<file path="src/rtl/stack_pop_unit.sv">
module stack_pop_unit (
  input  logic        clk,
  input  logic        rst_n,
  input  logic        pop_req,
  input  logic        mode64,
  input  logic [1:0]  op_size,
  input  logic [1:0]  stk_size,
  input  logic [2:0]  dest,
  input  logic [1:0]  cpl,
  input  logic [63:0] sp_in,
  output logic        mem_rd,
  output logic [63:0] mem_addr,
  output logic [1:0]  mem_size,
  input  logic        mem_valid,
  input  logic [63:0] mem_rdata,
  input  logic        desc_present,
  input  logic        desc_is_data,
  input  logic        desc_rw,
  input  logic        desc_conform,
  input  logic [1:0]  desc_dpl,
  output logic        done,
  output logic [2:0]  exc,
  output logic        sp_we,
  output logic [63:0] sp_out,
  output logic        wb_we,
  output logic [63:0] wb_data
);
  localparam logic [2:0] X_NONE = 3'd0, X_UD = 3'd1, X_GP = 3'd2, X_NP = 3'd3, X_SS = 3'd4;
  localparam logic [2:0] D_GPR = 3'd0, D_SS = 3'd3;

  logic        busy;
  logic [1:0]  osz_q, ssz_q, cpl_q;
  logic [2:0]  dst_q;
  logic [63:0] sp_q;

  logic ud;
  assign ud = (dest >= 3'd6) || (op_size == 2'd3) ||
              (mode64 && op_size == 2'd1) || (!mode64 && op_size == 2'd2) ||
              (!mode64 && stk_size[1]) ||
              (mode64 && dest >= 3'd1 && dest <= 3'd3);

  assign mem_rd   = busy;
  assign mem_size = osz_q;
  always_comb
    case (ssz_q)
      2'd0:    mem_addr = {48'b0, sp_q[15:0]};
      2'd1:    mem_addr = {32'b0, sp_q[31:0]};
      default: mem_addr = sp_q;
    endcase

  logic [63:0] inc, nsp;
  assign inc = 64'd2 << osz_q;
  always_comb
    case (ssz_q)
      2'd0:    nsp = {sp_q[63:16], sp_q[15:0] + inc[15:0]};
      2'd1:    nsp = {sp_q[63:32], sp_q[31:0] + inc[31:0]};
      default: nsp = sp_q + inc;
    endcase

  logic [15:0] sel;
  logic [1:0]  rpl;
  logic        nul;
  assign sel = mem_rdata[15:0];
  assign rpl = sel[1:0];
  assign nul = (sel[15:2] == 14'd0);

  logic [63:0] wb;
  always_comb
    if (dst_q != D_GPR) wb = {48'b0, sel};
    else case (osz_q)
      2'd0:    wb = {48'b0, mem_rdata[15:0]};
      2'd1:    wb = {32'b0, mem_rdata[31:0]};
      default: wb = mem_rdata;
    endcase

  logic [2:0] flt;
  always_comb begin
    flt = X_NONE;
    if (dst_q == D_SS) begin
      if (nul) flt = X_GP;
      else if (rpl != cpl_q || desc_dpl != cpl_q || !desc_is_data || !desc_rw) flt = X_GP;
      else if (!desc_present) flt = X_SS;
    end else if (dst_q != D_GPR && !nul) begin
      if (!desc_is_data && !desc_rw) flt = X_GP;
      else if ((desc_is_data || !desc_conform) && (rpl > desc_dpl || cpl_q > desc_dpl)) flt = X_GP;
      else if (!desc_present) flt = X_NP;
    end
  end

  always_ff @(posedge clk or negedge rst_n)
    if (!rst_n) begin
      busy <= 1'b0; osz_q <= '0; ssz_q <= '0; cpl_q <= '0; dst_q <= '0; sp_q <= '0;
      done <= 1'b0; exc <= X_NONE; sp_we <= 1'b0; wb_we <= 1'b0;
      sp_out <= '0; wb_data <= '0;
    end else begin
      done <= 1'b0; sp_we <= 1'b0; wb_we <= 1'b0;
      if (!busy && pop_req) begin
        osz_q <= op_size;
        ssz_q <= mode64 ? 2'd2 : stk_size;
        dst_q <= dest;
        cpl_q <= cpl;
        sp_q  <= sp_in;
        if (ud) begin
          done <= 1'b1;
          exc  <= X_UD;
        end else busy <= 1'b1;
      end else if (busy && mem_valid) begin
        busy <= 1'b0;
        done <= 1'b1;
        exc  <= flt;
        if (flt == X_NONE) begin
          sp_we   <= 1'b1;
          wb_we   <= 1'b1;
          sp_out  <= nsp;
          wb_data <= wb;
        end
      end
    end

  assert_ud_noread_R4: assert property (@(posedge clk) disable iff (!rst_n)
    (!busy && pop_req && ud) |=> (done && exc == X_UD && !mem_rd));
  assert_rd_hold_R1: assert property (@(posedge clk) disable iff (!rst_n)
    (busy && !mem_valid) |=> (mem_rd && $stable(mem_addr)));
  assert_exc_nowrite_R11: assert property (@(posedge clk) disable iff (!rst_n)
    (done && exc != X_NONE) |-> (!sp_we && !wb_we));
  assert_ok_write_R11: assert property (@(posedge clk) disable iff (!rst_n)
    (done && exc == X_NONE) |-> (sp_we && wb_we));
  assert_upper_keep_R3: assert property (@(posedge clk) disable iff (!rst_n)
    (sp_we && ssz_q == 2'd0) |-> (sp_out[63:16] == sp_q[63:16]));
  assert_done_idle_R11: assert property (@(posedge clk) disable iff (!rst_n)
    done |-> !mem_rd);
endmodule

</file>
<file path="config.mk">
export PLATFORM = sky130hd
export DESIGN_NAME = stack_pop_unit
export DESIGN_NICKNAME = d
export VERILOG_FILES = /design/src/rtl/stack_pop_unit.sv
export SDC_FILE = /design/constraint.sdc
export NUM_CORES = 1
export LEC_CHECK = 0
export CORE_UTILIZATION = 51
export CTS_BUF_LIST = sky130_fd_sc_hd__clkbuf_8
export DETAILED_ROUTE_END_ITERATION = 7
export PLACE_DENSITY = 0.89
export SLEW_MARGIN = 0
export SYNTH_ARGS = -nofsm -noshare
export SYNTH_HDL_FRONTEND = slang
export SYNTH_SLANG_ARGS = --single-unit
</file>
<file path="constraint.sdc">
create_clock -name clk -period 7.2 [get_ports clk]
set_clock_uncertainty 0.2 [all_clocks]
set_input_delay 0.72 -clock clk [delete_from_list [all_inputs] [get_ports clk]]
set_output_delay 0.72 -clock clk [all_outputs]
set_load 0.01 [all_outputs]
</file>
# After elaboration in Yosys (flattened, before gate mapping)
# Cells that the tools add are included.
# classes
mux	25
n_shift	1
n_bitwise	1
n_addsub	3
n_reduce_logical	35
eq_ne	10
n_lt_le_gt_ge	5
# ops
operator	n
$pmux 64 s2	3
$add 64x64->64	1
$mux 64	1
$shl 2x2->64 const A	1
$add 32x32->32	1
$mux 3	7
$add 16x16->16	1
$logic_not 14->1	1
$logic_and 1x1->1	10
$logic_or 1x1->1	10
$mux 2	5
$mux 1	9
$eq 2x1->1 const B	3
$logic_not 1->1	6
$eq 2x2->1 const B	2
$gt 2x2->1	2
$logic_not 2->1	2
$ne 2x2->1	2
$ne 2x2->1 const B	2
$reduce_and 2->1	2
$eq 3x2->1 const B	1
$ge 3x1->1 const B	1
$ge 3x3->1 const B	1
$le 3x2->1 const B	1
other kinds (5)	5
# word_totals
input_bits	148
wordCells	91
ff_bits	207

# Depth between registers and ports, before layout
# Gate-level depths: netlist of the first run.
# depth
word_depth	11
mapped_depth	10
ltp_nobuf	9

# Worst setup path before layout of the first run
# No wires, ideal clock.
# synth_path
path_type	input port to flip-flop
startpoint	in desc_dpl[1]
endpoint	reg sp_out[11]
n_path_buf	2
setup_slack_ns	4.201
setup_time_ns	0.125
t_arrival_ns	2.674
cell_stages	10
cell_sequence	inv_1 ha_1 nor2b_1 o21ai_0 a21oi_1 nor2_1 o211ai_1 clkbuf_1 buf_1 mux2_2
# synth_via
elab_chain_cells	9
word_cells_on_any_way	16
# synth_lines
item	line_no	text
start: declaration	20	input logic [1:0] desc_dpl,
$gt 2x2->1 or $ne 2x2->1 (tied branches)	85, 81	
$logic_or 1x1->1, on equally long branches	85, 81	
$logic_and 1x1->1 or $logic_or 1x1->1 (tied branches)	85, 81	
$mux 2 or $logic_or 1x1->1 (tied branches)	85, 81	
$mux 2 or $mux 3 (tied branches)	84, 81	
$mux 2 or $mux 3 (tied branches)	83, 80	
$mux 3 *	79	if (dst_q == D_SS) begin
$logic_not 3->1 *	111	if (flt == X_NONE) begin
$reduce_and 3->1 (no source line) *	n/a	
end signal: assignment	114	sp_out <= nsp;
end: declaration	24	output logic [63:0] sp_out,
# Every way passes the cells marked *; elsewhere a longest branch is shown, timed or not.
# A chain may end at the register's enable or synchronous reset.

# Final worst setup path of the first run
# layout_path
startpoint	reg ssz_q[1]
endpoint	out mem_addr[22]
# layout_via
elab_chain_cells	2
word_cells_on_any_way	3
# layout_lines
item	line_no	text
start: declaration	32	logic [1:0] osz_q, ssz_q, cpl_q;
start signal: assignment	99	ssz_q <= mode64 ? 2'd2 : stk_size;
$eq 2x1->1 or $logic_not 2->1 (tied branches)	45	case (ssz_q)
$pmux 64 s2 *	45	
end: declaration	12	output logic [63:0] mem_addr,
# Marked as above.

==> results of run 1 <==
==> report_power, final <==
part	switching, W	internal [W]
combinational	0.00117	0.00145
clock	0.000449	0.000588
sequential	0.000475	0.00167
total	0.00209	0.00370
==> routing by layer <==
| metal | vias to the layer above | share of wire (%) | wire length (µm) |
|---|---|---|---|
| li1 | 4002 | - | - |
| met1 | 4233 | 38 | 11300 |
| met2 | 379 | 49 | 14900 |
| met3 | 100 | 8.1 | 2460 |
| met4 | 0 | 5.1 | 1540 |
| met5 | - | 0 | 0 |
==> worst register-to-register path, delay by kind of cell (launching register included) <==
family        cells  cell delay [ps]
mux               1              280
xor+xnor          1              130
simple gates      4             1630
flops             1             1040
==> worst min path at each step <==
stage | start | endpoint | slack [ps]
2_1_floorplan | rst_n | cpl_q[0] | 220
3_3_place_gp | ssz_q[0] | ssz_q[0] | 270
3_5_place_dp | ssz_q[0] | ssz_q[0] | 290
4_1_cts | rst_n | wb_data[57] | 170
5_1_grt | rst_n | wb_data[49] | 230
6_report | rst_n | wb_data[48] | 140
==> registers in the layout, indices dropped and copies added, names as in the netlist <==
name	count
sp_out	64
sp_q	64
wb_data	64
dst_q	3
exc	3
cpl_q	2
mem_size	2
ssz_q	2
done	1
mem_rd	1
wb_we	1
==> logic make-up (layout without fill, tap and decap cells) <==
group / after synthesis / count (layout) / synth area share (%)
xor+xnor: 64 / 64 / 5.55
fa+ha+maj: 9 / 9 / 1.19
flops: 207 / 207 / 51.3
mux: 128 / 128 / 13.7
other cells: 0 / 1 / 0
simple gates: 459 / 459 / 20.8
buf+inv: 127 / 477 / 5.46
compound gates: 36 / 36 / 2.02
==> cell usage in the layout, fill, tap and decap left out, types with 3 or more instances in the layout <==
cell type and n:
clkinv_2 3, mux2_2 79, nor2_1 29, clkbuf_8 38
nor3_1 23, o21ai_0 19, dfrtp_1 207, nor2b_1 5
bufinv_16 3, xor2_1 41, ha_1 8, and4_1 4
nand4_1 14, nand3_1 26, nor4_1 15, and3_1 6
buf_4 7, inv_1 78, nand2_1 273, mux2i_1 49
and2_1 47, xnor2_1 23, a21oi_1 8, clkdlybuf4s50_1 347
==> cell type report <==
cell class | count | area, µm²
timing repair buffer | 355 | 3540
sequential | 207 | 5180
fill | 1314 | 5100
clock buffer | 38 | 523
clock inverter | 16 | 143
antenna | 1 | 2.50
tap | 265 | 332
multi-input combinational | 696 | 4390
inverter | 68 | 255
==> stage by stage <==
| stage | cell area (µm²) | power [W] |
|---|---|---|
| 2_1_floorplan | 10100 | 0.00333 |
| 3_3_place_gp | 13700 | 0.00466 |
| 3_5_place_dp | 13700 | 0.00476 |
| 4_1_cts | 14400 | 0.00583 |
| 5_1_grt | 14400 | 0.00613 |
| 6_report | 14400 | 0.00579 |
==> reports/metrics.cfg, run 1 <==
[layout]
finalCoreUtilization_pct=73.8
area_delta_synth_final_pct=42.2
nNetsFinal=1522
drive_gt1_share_pct=10.1
instances_no_fill=1646

[worst_setup_path]
r2r-start=ssz_q[1]
critPathMaxStageDelay_ps=1040
reg2reg_to=sp_out[56]
cp.arrival_ps=2790
endpoint=mem_addr[22]
worst-path-max-fanout=37
crit_family=flip-flops
crit_slowest_cell=dfrtp_1
end_kind=output port
worstSetupStartpoint=ssz_q[1]
reg2reg_depth=6
crit_chain=or2_2 > nand2_1 > inv_1 > clkdlybuf4s50_1
crit_type=flop to output port
crit_cells=4
r2r_slack_ps=3810
required_ps=6280
crit_buf_inv=2
startpoint_type=flop

[timing]
max_freq_mhz=270
fin_setup_tns_ps=0
tightest_slew_ps=1080
layout_setup_ws_ps=3490
period_needed_ps=3710
slew_viol_final=0
whs_ps=138
hold_viol_final=0
fin_crit_sh_pct=51.5
max_slew_margin_pct=28.3
setup_viol=0
rsz0062_at_grt=false

[place]
gp_congestion=0.904
pre_cts_ws_ps=3270
dp_hpwl_um=21400
place_inst=1591
io_buffers=348

[yosys]
synth_top_cell_by_area=dfrtp_1
yosysWarnings=0
synth_nets=1187
synth_most_common_cell=nand2_1
synth_edf_count=0
synth.avg_cell_area_um2=9.81
netlist_instances=1030
synthFlopType=dfrtp_1
ys_top_cells_by_count=273 x nand2_1, 207 x dfrtp_1, 79 x mux2_2
synth_top_area_share_pct=51.3
ys_top_cells_by_area=dfrtp_1 51%, nand2_1 10%, mux2_2 8.8%
async_flop_share_pct=100
ys_seq_area_share_pct=51.3
syn_area_um2=10100
synth_cell_types=44
ys_seq_elements=207

[min_path]
worstHoldPathType=input port to async pin

[grt]
overflow=0
grt_max_degree=132
grtUsageMet2_pct=50.9
antenna_found_initial=1
met1_usage_pct=34.0
grt_pass1_wl_um=46900
track_usage_pct=29.8
grt.busiest_layer=met2
met3_usage_pct=8.01
grt_pass1_vias=8947

[drt]
routedWlPerCell_um=18.4
drt-total-wl_um=30200
ant_nets=0
vias=8714
drt_iter0_drc=397
drc=0
drt-pass1-iter-count=4
avgViaCountPerCell=5.29

[die]
dieHeight_um=143
die-area_um2=20400
chipWidth_um=143
fp.coreArea_um2=19500
rows=51
start_util_pct=51.9
io_pins=349

[outcome]
status=complete, no violations

[clock_tree]
worst_skew_pair.late_latency_ps=500
htree_num_levels=2
path_clk_slew_ps=60
cts_setup_buffers=0
root_buffer=clkbuf_8
cts.sinks=207
cts_tree=built
clockBufferDepth=3
numCtsBuffers=37
cts_resized=0
cts_hold_buf=0

[run]
maxCapViolations=0

[power]
vdd_drop_max_mv=0.224
p_per_area_nw_per_um2=403
leakage_nw=6.71

(Power assumes the default switching activity.)
==> run 2, diff against run 1 <==
Settings changed: CORE_UTILIZATION 51 to 47, PLACE_DENSITY 0.89 to 0.83.
Clock period 7.2 ns to 3.5 ns, I/O delays scaled along.
==> reports/metrics.cfg, run 2 (same netlist as run 1, synthesis figures left out) <==
[worst_setup_path]
crit_buf_inv=1  ; -1
critPathMaxStageDelay_ps=690  ; -350 ps
end_kind=flop
crit_family=simple AND/OR/NAND/NOR gates
cp.arrival_ps=3400  ; +610 ps
crit_slowest_cell=or4b_1
required_ps=3690  ; -2590 ps
startpoint_type=flop
crit_chain=and2_1 > ha_1 > o21ai_0 > o21bai_1 > buf_4 > or4b_1 > nor3_1 > xor2_1 > mux2_2
endpoint=sp_out[52]
reg2reg_depth=9  ; +3
worstSetupStartpoint=mem_size[1]
r2r_slack_ps=290  ; -3520 ps
reg2reg_to=sp_out[52]
r2r-start=mem_size[1]
worst-path-max-fanout=7  ; -81%
crit_cells=9  ; +5
crit_type=flop to flop

[grt]
track_usage_pct=27.1  ; -2.7 points
grt_pass1_vias=8649  ; -3.3%
grt_max_degree=121  ; -8.3%
overflow=0  ; unchanged
grt_pass1_wl_um=46500  ; -0.71%
antenna_found_initial=1  ; unchanged

[timing]
fin_setup_tns_ps=0  ; unchanged
rsz0062_at_grt=false
slew_viol_final=0  ; unchanged
fin_crit_sh_pct=91.6
period_needed_ps=3210
whs_ps=161  ; +23.5 ps
tightest_slew_ps=897  ; -179 ps
max_slew_margin_pct=40.2  ; +12 points
max_freq_mhz=312
setup_viol=0  ; unchanged
hold_viol_final=0  ; unchanged

[clock_tree]
cts_resized=0  ; unchanged
numCtsBuffers=37  ; unchanged
cts_tree=built
cts.sinks=207  ; unchanged
path_clk_slew_ps=60  ; about the same
root_buffer=clkbuf_8
cts_setup_buffers=0  ; unchanged
htree_num_levels=2  ; unchanged
worst_skew_pair.late_latency_ps=520  ; +20 ps
clockBufferDepth=3  ; unchanged

[layout]
fill_cells=1554  ; +18%
area_delta_synth_final_pct=44.3
reg_top3=sp_out: 64 flops, sp_q: 64 flops, wb_data: 64 flops
final_common_cell=clkdlybuf4s50_1
nNetsFinal=1537  ; +0.99%
drive_gt1_share_pct=11.5  ; +1.4 points
layout_common_cells=347 x clkdlybuf4s50_1, 273 x nand2_1, 207 x dfrtp_1
instances_no_fill=1678  ; +1.9%

[die]
start_util_pct=48.0  ; -3.8 points
die-area_um2=22100  ; +8.4%
dieHeight_um=149  ; +4.1%
chipWidth_um=149  ; +4.1%
fp.coreArea_um2=21000  ; +8.0%
rows=53  ; +3.9%
io_pins=349  ; unchanged

[drt]
ant_nets=0  ; unchanged
vias=8547  ; -1.9%
routedWlPerCell_um=17.8  ; -3.2%
drt-total-wl_um=29800  ; -1.3%
avgViaCountPerCell=5.09  ; -3.8%
drt_iter0_drc=283  ; -29%
drc=0  ; unchanged
drt-pass1-iter-count=5  ; +1

[min_path]
worstHoldPathType=input port to flop

[place]
place_inst=1615  ; +1.5%
io_buffers=348  ; unchanged
gp_congestion=0.860  ; -4.9%
dp_hpwl_um=21800  ; +2.2%

[power]
p_per_area_nw_per_um2=819  ; +100%
vdd_drop_max_mv=0.559  ; +150%
leakage_nw=6.82  ; +1.6%

[outcome]
status=complete, no violations

[run]
maxCapViolations=0  ; unchanged

-- run 2: cell count changes in the layout (fill, tap and decap cells not counted) --
cell	before	now
buf_12	0	5
buf_4	7	16
bufinv_16	3	0
clkbuf_8	38	44
clkinv_2	3	7
clkinvlp_4	0	1
dlygate4sd3_1	0	1
inv_1	78	77
-- run 2: metal layers --
layer | share of wire [%] | routed length (µm) | up-vias | track usage (%)
met1 | 41 | 12200 | 4111 | 34.0
met2 | 49 | 14700 | 326 | 46.0
met3 | 6.9 | 2050 | 66 | 5.92
li1 | - | - | 4042 | -
met5 | 0.044 | 13 | - | 0
met4 | 2.8 | 839 | 2 | 9.79
-- run 2: final cells by class --
cell class	instances	area (µm²)	area share [%]
timing repair buffer	370	3720	25.5
clock inverter	17	76.3	0.524
tap	275	344	2.36
sequential	207	5180	35.5
multi-input combinational	696	4390	30.1
antenna	1	2.50	0.0172
inverter	68	255	1.75
clock buffer	44	606	4.16
-- run 2: report_power, final --
| part | leakage (nW) | switching [W] | internal [W] |
|---|---|---|---|
| combinational | 3.82 | 0.00241 | 0.00303 |
| clock | 0.392 | 0.000981 | 0.00113 |
| sequential | 2.61 | 0.000947 | 0.00343 |
| total | 6.82 | 0.00434 | 0.00759 |
-- run 2: worst min-delay path by stage --
stage | startpoint | endpoint | slack [ps] | cells past startpoint
6_report | sp_in[57] | sp_q[57] | 160 | 3
4_1_cts | sp_in[57] | sp_q[57] | 130 | 3
3_3_place_gp | ssz_q[0] | ssz_q[0] | 270 | 2
2_1_floorplan | rst_n | cpl_q[0] | -150 | 0
5_1_grt | sp_in[57] | sp_q[57] | 140 | 3
3_5_place_dp | ssz_q[0] | ssz_q[0] | 280 | 2
-- run 2: tightest hold or removal path, cell delays in order --
cell	delay, ps
clkdlybuf4s50_1	390
nand2_1	60
nand2_1	40
-- run 2: metrics by stage --
stage	utilization, %	cell area [µm²]	power [W]	setup slack, ps
3_5_place_dp	66.0	13900	0.00985	192
5_1_grt	69.3	14600	0.0127	185
2_1_floorplan	-	10100	0.00684	737
3_3_place_gp	66.0	13900	0.00968	276
6_report	69.3	14600	0.0119	293
4_1_cts	69.3	14600	0.0120	287
-- run 2: what timing repair did --
item | CTS | global route
hold buffers | 1 | 0
setup endpoints to repair | 0 | 0
endpoints found under the hold margin | 117 | 0
